### config.mk
export PLATFORM = sky130hd
export DESIGN_NAME = dtmf_pair_decoder
export DESIGN_NICKNAME = d
export VERILOG_FILES = /design/src/rtl/dtmf_pkg.sv /design/src/rtl/dtmf_period_meter.sv /design/src/rtl/dtmf_tone_classifier.sv /design/src/rtl/dtmf_pair_latch.sv /design/src/rtl/dtmf_pair_decoder.sv
export SDC_FILE = /design/constraint.sdc
export NUM_CORES = 1
export LEC_CHECK = 0
export BUFFER_PORTS_ARGS = -buffer_cell sky130_fd_sc_hd__buf_2
export CORE_MARGIN = 8
export CORE_UTILIZATION = 60
export CTS_CLUSTER_DIAMETER = 50
export DETAILED_ROUTE_END_ITERATION = 12
export PLACE_DENSITY = 0.76
export SLEW_MARGIN = 15
export SYNTH_ARGS = -nofsm -noshare
export SYNTH_HDL_FRONTEND = slang
export SYNTH_SLANG_ARGS = --single-unit
### constraint.sdc
create_clock -name clk -period 2.95 [get_ports clk]
set_clock_uncertainty 0.15 [all_clocks]
set_input_delay 0.7375 -clock clk [delete_from_list [all_inputs] [get_ports clk]]
set_output_delay 0.7375 -clock clk [all_outputs]
set_load 0.05 [all_outputs]
### src/rtl/dtmf_pkg.sv
// Package: tone tables and digit mapping shared by the decoder.
// Assumes row/column indices 0..3 in ascending frequency order.
package dtmf_pkg;

    localparam int NUM_TONES = 4;

    // Nominal frequency in Hz of tone idx in group grp (0 = rows, 1 = columns).
    function automatic int tone_hz(input int grp, input int idx);
        int hz;
        if (grp == 0) begin
            case (idx)
                0:       hz = 697;
                1:       hz = 770;
                2:       hz = 852;
                default: hz = 941;
            endcase
        end else begin
            case (idx)
                0:       hz = 1209;
                1:       hz = 1336;
                2:       hz = 1477;
                default: hz = 1633;
            endcase
        end
        return hz;
    endfunction

    // Maps a row/column pair to its 4-bit digit code.
    function automatic logic [3:0] digit_code(input logic [1:0] row, input logic [1:0] col);
        logic [3:0] c;
        if (col == 2'd3) begin
            case (row)
                2'd0:    c = 4'b1101;
                2'd1:    c = 4'b1110;
                2'd2:    c = 4'b1111;
                default: c = 4'b0000;
            endcase
        end else if (row == 2'd3) begin
            case (col)
                2'd0:    c = 4'b1011;
                2'd1:    c = 4'b1010;
                default: c = 4'b1100;
            endcase
        end else begin
            c = 4'(row) * 4'd3 + 4'(col) + 4'd1;
        end
        return c;
    endfunction

endpackage

### src/rtl/dtmf_period_meter.sv
// Period meter: synchronises one limited tone input, counts clock cycles
// between rising edges and reports the sum of NPER consecutive periods.
// Assumes NPER is a power of two. The first edge after reset or after a
// timeout only arms the meter. No edge for CNT_MAX cycles raises lost_o once.
module dtmf_period_meter #(
    parameter int CNT_MAX = 28636,
    parameter int NPER    = 4,
    localparam int CNT_W  = $clog2(CNT_MAX + 1),
    localparam int NPW    = (NPER > 1) ? $clog2(NPER) : 1,
    localparam int SUM_W  = CNT_W + NPW
) (
    input  logic             clk,
    input  logic             rst_n,
    input  logic             tone_i,
    output logic             done_o,
    output logic [SUM_W-1:0] sum_o,
    output logic             lost_o
);

    logic [2:0]       sync_q;
    logic [CNT_W-1:0] cnt_q;
    logic [SUM_W-1:0] acc_q;
    logic [NPW-1:0]   nper_q;
    logic             armed_q;
    logic             rise;
    logic             stall;

    assign rise  = sync_q[1] & ~sync_q[2];
    assign stall = armed_q && (cnt_q == CNT_W'(CNT_MAX));

    // Two-flop synchroniser plus one delay stage for edge detection.
    always_ff @(posedge clk) begin
        if (!rst_n) sync_q <= '0;
        else        sync_q <= {sync_q[1:0], tone_i};
    end

    // Period counting, accumulation over NPER periods and stall detection.
    always_ff @(posedge clk) begin
        if (!rst_n) begin
            cnt_q   <= '0;
            acc_q   <= '0;
            nper_q  <= '0;
            armed_q <= 1'b0;
            done_o  <= 1'b0;
            sum_o   <= '0;
            lost_o  <= 1'b0;
        end else begin
            done_o <= 1'b0;
            lost_o <= 1'b0;
            if (rise) begin
                cnt_q   <= CNT_W'(1);
                armed_q <= 1'b1;
                if (armed_q) begin
                    if (nper_q == NPW'(NPER - 1)) begin
                        done_o <= 1'b1;
                        sum_o  <= acc_q + SUM_W'(cnt_q);
                        acc_q  <= '0;
                        nper_q <= '0;
                    end else begin
                        acc_q  <= acc_q + SUM_W'(cnt_q);
                        nper_q <= nper_q + NPW'(1);
                    end
                end
            end else if (stall) begin
                armed_q <= 1'b0;
                acc_q   <= '0;
                nper_q  <= '0;
                lost_o  <= 1'b1;
            end else if (cnt_q != CNT_W'(CNT_MAX)) begin
                cnt_q <= cnt_q + CNT_W'(1);
            end
        end
    end

endmodule

### src/rtl/dtmf_tone_classifier.sv
// Tone classifier: compares each period sum with the windows of the four
// nominal tones of group GRP (0 = rows, 1 = columns) and keeps the result
// until the next sum or a stall. Assumes the windows of a group do not overlap.
module dtmf_tone_classifier
    import dtmf_pkg::*;
#(
    parameter int GRP        = 0,
    parameter int CLK_HZ     = 3579545,
    parameter int NPER       = 4,
    parameter int TOL_PERMIL = 25,
    parameter int SUM_W      = 17
) (
    input  logic             clk,
    input  logic             rst_n,
    input  logic             done_i,
    input  logic [SUM_W-1:0] sum_i,
    input  logic             lost_i,
    output logic             ok_o,
    output logic [1:0]       idx_o
);

    logic [NUM_TONES-1:0] match;
    logic [1:0]           enc;

    for (genvar i = 0; i < NUM_TONES; i++) begin : g_win
        localparam longint F   = longint'(tone_hz(GRP, i));
        localparam longint NUM = longint'(NPER) * longint'(CLK_HZ) * 1000;
        localparam longint LO  = (NUM + F * (1000 + TOL_PERMIL) - 1) / (F * (1000 + TOL_PERMIL));
        localparam longint HI  = NUM / (F * (1000 - TOL_PERMIL));
        assign match[i] = (longint'(sum_i) >= LO) && (longint'(sum_i) <= HI);
    end

    // Encodes the matching window to its tone index.
    always_comb begin
        enc = 2'd0;
        for (int i = NUM_TONES - 1; i >= 0; i--) begin
            if (match[i]) enc = 2'(i);
        end
    end

    // Registers the classification of each finished sum; a stall clears it.
    always_ff @(posedge clk) begin
        if (!rst_n) begin
            ok_o  <= 1'b0;
            idx_o <= '0;
        end else if (done_i) begin
            ok_o  <= |match;
            idx_o <= enc;
        end else if (lost_i) begin
            ok_o  <= 1'b0;
        end
    end

endmodule

### src/rtl/dtmf_pair_latch.sv
// Pair latch: raises early steering when both groups match, latches the
// digit code only on that rise, and drops steering for a cycle when the
// matched pair changes so that each new code comes with a fresh rise.
module dtmf_pair_latch
    import dtmf_pkg::*;
(
    input  logic       clk,
    input  logic       rst_n,
    input  logic       lo_ok_i,
    input  logic [1:0] lo_idx_i,
    input  logic       hi_ok_i,
    input  logic [1:0] hi_idx_i,
    output logic       est_o,
    output logic [3:0] code_o
);

    logic [1:0] row_q;
    logic [1:0] col_q;
    logic       same_pair;

    assign same_pair = (row_q == lo_idx_i) && (col_q == hi_idx_i);

    // Steering flag and code register.
    always_ff @(posedge clk) begin
        if (!rst_n) begin
            est_o  <= 1'b0;
            code_o <= 4'b0000;
            row_q  <= '0;
            col_q  <= '0;
        end else if (lo_ok_i && hi_ok_i) begin
            if (!est_o) begin
                est_o  <= 1'b1;
                row_q  <= lo_idx_i;
                col_q  <= hi_idx_i;
                code_o <= digit_code(lo_idx_i, hi_idx_i);
            end else if (!same_pair) begin
                est_o <= 1'b0;
            end
        end else begin
            est_o <= 1'b0;
        end
    end

endmodule

### src/rtl/dtmf_pair_decoder.sv
// DTMF tone pair decoder top: one period meter and one classifier per tone
// group, followed by the pair latch. Inputs are asynchronous limited tones;
// the clock is the frequency reference.
module dtmf_pair_decoder #(
    parameter int CLK_HZ     = 3579545,
    parameter int TIMEOUT_MS = 8,
    parameter int NPER       = 4,
    parameter int TOL_PERMIL = 25
) (
    input  logic       clk,
    input  logic       rst_n,
    input  logic       tone_lo_i,
    input  logic       tone_hi_i,
    output logic       est_o,
    output logic [3:0] code_o
);

    localparam int TIMEOUT_CYC = int'((longint'(CLK_HZ) * TIMEOUT_MS) / 1000);
    localparam int CNT_W       = $clog2(TIMEOUT_CYC + 1);
    localparam int NPW         = (NPER > 1) ? $clog2(NPER) : 1;
    localparam int SUM_W       = CNT_W + NPW;

    logic [1:0]       tone_in;
    logic [1:0]       done;
    logic [1:0]       lost;
    logic [SUM_W-1:0] sum   [2];
    logic [1:0]       tone_ok;
    logic [1:0]       tone_idx [2];

    assign tone_in = {tone_hi_i, tone_lo_i};

    for (genvar g = 0; g < 2; g++) begin : g_grp
        dtmf_period_meter #(
            .CNT_MAX (TIMEOUT_CYC),
            .NPER    (NPER)
        ) u_meter (
            .clk    (clk),
            .rst_n  (rst_n),
            .tone_i (tone_in[g]),
            .done_o (done[g]),
            .sum_o  (sum[g]),
            .lost_o (lost[g])
        );

        dtmf_tone_classifier #(
            .GRP        (g),
            .CLK_HZ     (CLK_HZ),
            .NPER       (NPER),
            .TOL_PERMIL (TOL_PERMIL),
            .SUM_W      (SUM_W)
        ) u_class (
            .clk    (clk),
            .rst_n  (rst_n),
            .done_i (done[g]),
            .sum_i  (sum[g]),
            .lost_i (lost[g]),
            .ok_o   (tone_ok[g]),
            .idx_o  (tone_idx[g])
        );
    end

    dtmf_pair_latch u_latch (
        .clk      (clk),
        .rst_n    (rst_n),
        .lo_ok_i  (tone_ok[0]),
        .lo_idx_i (tone_idx[0]),
        .hi_ok_i  (tone_ok[1]),
        .hi_idx_i (tone_idx[1]),
        .est_o    (est_o),
        .code_o   (code_o)
    );

endmodule

=== Word level (Yosys, flattened, before mapping) ===
Cells that the tools add are included.

* Input bits: 4
* Register bits after elaboration: 129
* Word-level logic and storage cells: 160
* Output and inout bits: 5

* Reductions and logical operators: 36
* Bitwise operators: 8
* Add/subtract/negate cells: 8
* Magnitude comparators: 16
* Mux-type cells: 48
* Multiply operators: 1
* Equal/unequal tests: 17

{| class="wikitable"
|+ Operator list
! kind !! count
|-
| $mux W17 || 8
|-
| $ge A17 B14 Y1 const B || 5
|-
| $le A17 B14 Y1 const B || 5
|-
| $ge A17 B15 Y1 const B || 3
|-
| $le A17 B15 Y1 const B || 3
|-
| $add A17 B15 Y17 || 2
|-
| $mux W2 || 16
|-
| $add A15 B1 Y15 const B || 2
|-
| $eq A15 B15 Y1 const B || 2
|-
| $ne A15 B15 Y1 const B || 2
|-
| $mux W1 || 20
|-
| $reduce_and A2 Y1 || 8
|-
| $logic_and A1 B1 Y1 || 12
|-
| $pmux W4 S3 || 1
|-
| $reduce_and A3 Y1 || 4
|-
| $reduce_bool A2 Y1 || 6
|-
| $eq A2 B2 Y1 const B || 5
|-
| $mux W4 || 2
|-
| $ne A2 B1 Y1 const B || 4
|-
| $reduce_or A4 Y1 || 2
|-
| $not A1 Y1 || 6
|-
| $pmux W3 S2 || 1
|-
| $add A2 B1 Y2 const B || 2
|-
| $add A4 B1 Y4 const B || 1
|-
| other kinds (7) || 12
|}

=== Logic depth before layout (Yosys ltp) ===
* Depth in word-level cells: 6
* Mapped depth: 9
* Mapped depth without buffers: 8

=== Hierarchy ===
Synthesis repeated with hierarchy kept, for this count alone.

* Cell total of the unflattened synthesis: 945
* Area, all modules: 7772.5 µm²

{| class="wikitable"
|+ By module, submodules not included
! module !! instances !! area an instance (µm²) !! cells each !! sequential area each (µm²)
|-
| dtmf_period_meter || 2 || 2997.9 || 362 || 1141.1
|-
| dtmf_pair_latch || 1 || 650.6 || 69 || 180.2
|-
| dtmf_tone_classifier (g_grp[0].u_class) || 1 || 596.8 || 83 || 60.1
|-
| dtmf_tone_classifier (g_grp[1].u_class) || 1 || 529.3 || 69 || 60.1
|}

=== Least setup slack after synthesis ===
Ideal clock, no wire load.

* Kind: register to register
* Start: reg g_grp[1].u_meter.cnt_q[0]
* End: reg g_grp[1].u_meter.sum_o[12]
* Path buffers: 0
* Arrival: 2051 ps
* Stages on the path, launching flop included: 8
* Required time: 2657 ps
* Clock period less this slack: 2343 ps
* Path slack: 607 ps
* Setup time: 143 ps
* Path through: dfxtp_1 > ha_1 > fa_1 > a211oi_1 > o21ai_1 > o21a_1 > a221oi_1 > o221ai_1

* Longest elaborated chain between the ends: 1

{| class="wikitable"
|+ Ends and longest elaborated chain
! element !! RTL line !! text
|-
| from (decl) || dtmf_period_meter.sv:21 || <nowiki>logic [CNT_W-1:0] cnt_q;</nowiki>
|-
| from (signal assigned) || dtmf_period_meter.sv:70 || <nowiki>cnt_q <= cnt_q + CNT_W'(1);</nowiki>
|-
| $add A17 B15 Y17 || dtmf_period_meter.sv:56 || <nowiki>sum_o <= acc_q + SUM_W'(cnt_q);</nowiki>
|-
| to (signal assigned) || dtmf_period_meter.sv:56 ||
|-
| to (decl) || dtmf_period_meter.sv:16 || <nowiki>output logic [SUM_W-1:0] sum_o,</nowiki>
|}

Every way passes these cells.
A chain may end at the register's enable or synchronous reset.

=== Worst setup path after layout ===
Same ends and word-level chain as after synthesis.

==> out/metrics.yaml <==
grt:
  antenna_found_initial: 0
  grt_max_degree: 52
  overflow: 0
  first_global_vias: 6512
  grt_first_pass_wirelength_mm: 31.38
  grt_usage: 0.2305
cts:
  clkLatencyLatePin_ps: 420
  clkSlewWorstSetupHoldPaths_ps: 50
  cts_resized: 0
  clock_sink_count: 129
  cts_max_level: 4
  clock_path_buffers: 2
  ctsHoldBuffers: 0
  cts_tree: "done"
  numCtsBuffers: 17
  cts_root_buf: "clkbuf_16"
  post_cts_buffers: 0
route:
  dr.pass1.iters: 7
  drtIter0Drc: 785
  ant_nets: 0
  viasPerCell: 6.418
  num_vias: 7175
  wl_mm: 18.90
  drc: 0
  wl_per_cell_um: 16.90
layout:
  fin_util: 0.6768
  ff_latch_area_mm2: 0.002582
  drive_gt1_frac: 0.08245
  n_antenna_cell: 0
  area_growth_pct: 10.44
  fin_cells: 1118
  fillCellCount: 1081
  multi_input_area_mm2: 0.004862
  nets: 985
floorplanning:
  die_h_um: 129.5
  die-width_um: 129.5
  coreArea_mm2: 0.01262
  io_pins: 9
  dieArea_mm2: 0.01678
  core.rowCount: 41
  initial_utilization: 0.6128
setup_path:
  worstRegToRegCells: 7
  worst-endpoint-required_ps: 3060
  timing.rr.end: "g_grp[1].u_meter.sum_o[12]$_SDFFE_PN0P_"
  rr_startpoint: "g_grp[1].u_meter.cnt_q[0]$_SDFFE_PN0P_"
  critPathKind: "flop to flop"
  crit_arrival_ps: 2750
  cp_max_fo: 5
  start_kind: "flop"
  endpoint: "g_grp[1].u_meter.sum_o[12]$_SDFFE_PN0P_"
  startpoint: "g_grp[1].u_meter.cnt_q[0]$_SDFFE_PN0P_"
  critPathCaptureType: "flop"
  r2r_slack_ps: 310
synthesis:
  avgSynthCellArea_um2: 8.166
  yosysUniqueCellTypes: 83
  synth-seq-cells: 129
  synth_warnings: 0
  synth_edf_count: 0
  synth_area_leaders: "dfxtp_1 (33%), ha_1 (7.0%), nand2_1 (4.8%)"
  synthFlopType: "dfxtp_1"
  synthCells: 947
  seq_area_frac_synth: 0.3339
  synth_top_cell_area_share: 0.3339
  synth.cell_area_mm2: 0.007734
  async_flop_share: 0
  yosysTopAreaCell: "dfxtp_1"
  syn_nets: 998
run_status:
  outcome: "finished clean"
timing:
  fin_crit_ps: 2636
  tightest_slew_ps: 837.5
  fmax_ghz: 0.3793
  finalSetupViolCount: 0
  hold_viol_final: 0
  period_share: 0.8937
  rsz0062_at_grt: "false"
  max_slew_margin: 0.4416
  tns_ps: 0
  slew_violations: 0
placed_design:
  place.gp.congestion: 0.9006
  dp.cells: 1087
  portBuffers: 8
  dp_hpwl_mm: 13.47
power:
  vdd_drop_max_v: 0.0003043
  powerDensity_mw_per_mm2: 492.3
  power.total_uw: 4205
  p_leak_uw: 0.003223
min_path:
  hold_path_class: "flop to flop"
  holdPathStages: 1
flow_run:
  cap_violations: 0
-- critical path, cell delays in order (launching register included) --
cell and delay (ps):
dfxtp_1 350, ha_1 230, fa_1 440, a211oi_1 320
o21ai_1 150, o21a_1 160, a221oi_1 490, o221ai_1 200
-- layer usage --
| metal | up-vias | GRT usage | routed length [um] |
|---|---|---|---|
| li1 | 3476 | - | - |
| met1 | 3444 | 0.3241 | 9292 |
| met2 | 230 | 0.3465 | 8320 |
| met3 | 25 | 0.03903 | 1009 |
| met4 | 0 | 0.08333 | 273 |
| met5 | - | 0 | 0 |
-- flip-flops by register name, summed over array words and instances, names as in the netlist, 4 cells and up --
signal and count:
g_grp.u_meter.sum_o 34, g_grp.u_class.idx_o 4, g_grp.u_meter.cnt_q 30, g_grp.u_meter.acc_q 34
g_grp.u_meter.nper_q 4, u_latch.code_o 4, g_grp.u_meter.sync_q 6
-- layout make-up --
| cell class | count | area share |
|---|---|---|
| clock buffers | 21 | 0.05508 |
| clock inverters | 10 | 0.02124 |
| inverters | 19 | 0.008350 |
| multi-input cells | 745 | 0.5693 |
| flip-flops and latches | 129 | 0.3024 |
| well taps | 172 | 0.02520 |
| repair buffers | 22 | 0.01846 |
-- per-stage QoR --
stage / setup slack, ps / hold WS, ps / cell area, um^2
floorplan: 606.7 / 261.9 / 7734
global placement: 392.1 / 264.8 / 7889
detailed placement: 360.4 / 277.5 / 7889
CTS: 335.0 / 290.3 / 8541
global route: 39.22 / 294.8 / 8541
finish: 313.6 / 285.9 / 8541
-- cell usage in the layout, fill, tap and decap left out, drive strengths merged, types with 6 or more instances in the layout --
| cell type | instances |
|---|---|
| nor2 | 89 |
| o221ai | 6 |
| or3 | 16 |
| dfxtp | 129 |
| nor4 | 11 |
| a22oi | 13 |
| inv | 19 |
| nand4 | 22 |
| nand3 | 52 |
| nor2b | 6 |
| ha | 43 |
| mux2i | 6 |
| o21bai | 6 |
| xnor2 | 25 |
| nand2 | 98 |
| o211ai | 18 |
| clkbuf | 21 |
| xor2 | 20 |
| nor3 | 19 |
| nand2b | 8 |
| a31oi | 8 |
| o31ai | 6 |
| nand3b | 10 |
| nand4b | 8 |
| a21oi | 75 |
| o21ai | 50 |
| buf | 22 |
| a211oi | 10 |
| and3 | 12 |
| a21o | 15 |
| o21a | 10 |
| or4 | 6 |
| and2 | 8 |
-- cell usage after synthesis, types with 19 or more instances --
cell type  number
a21oi_1        71
nand3_1        51
xnor2_1        25
ha_1           43
nor2_1         88
nand2_1        98
xor2_1         20
dfxtp_1       129
o21ai_0        40
inv_1          19
clkbuf_1       31
nand4_1        21
-- cells by family after synthesis --
family	after synthesis	synth area share
buffers and inverters	73	0.03737
multiplexers	6	0.007766
XOR/XNOR	45	0.05096
AO/OA/AOI/OAI	263	0.2301
flip-flops	129	0.3339
adder cells (fa/ha/maj)	47	0.07992
AND/OR/NAND/NOR	384	0.2600
-- power breakdown --
part	switching (uW)	internal (uW)
clock	768	1560
sequential	17.7	1760
combinational	72.6	33.0
total	859	3350
-- worst min-delay path by stage --
stage | start | end | slack (ps)
floorplan | g_grp[0].u_meter.sync_q[0]$_SDFF_PN0_ | g_grp[0].u_meter.sync_q[1]$_SDFF_PN0_ | 260
global placement | g_grp[1].u_meter.sync_q[0]$_SDFF_PN0_ | g_grp[1].u_meter.sync_q[1]$_SDFF_PN0_ | 260
detailed placement | g_grp[1].u_meter.sync_q[0]$_SDFF_PN0_ | g_grp[1].u_meter.sync_q[1]$_SDFF_PN0_ | 280
CTS | g_grp[1].u_meter.sync_q[0]$_SDFF_PN0_ | g_grp[1].u_meter.sync_q[1]$_SDFF_PN0_ | 290
global route | g_grp[1].u_meter.sync_q[0]$_SDFF_PN0_ | g_grp[1].u_meter.sync_q[1]$_SDFF_PN0_ | 290
finish | g_grp[1].u_meter.sync_q[0]$_SDFF_PN0_ | g_grp[1].u_meter.sync_q[1]$_SDFF_PN0_ | 290
(Power assumes the default switching activity.)
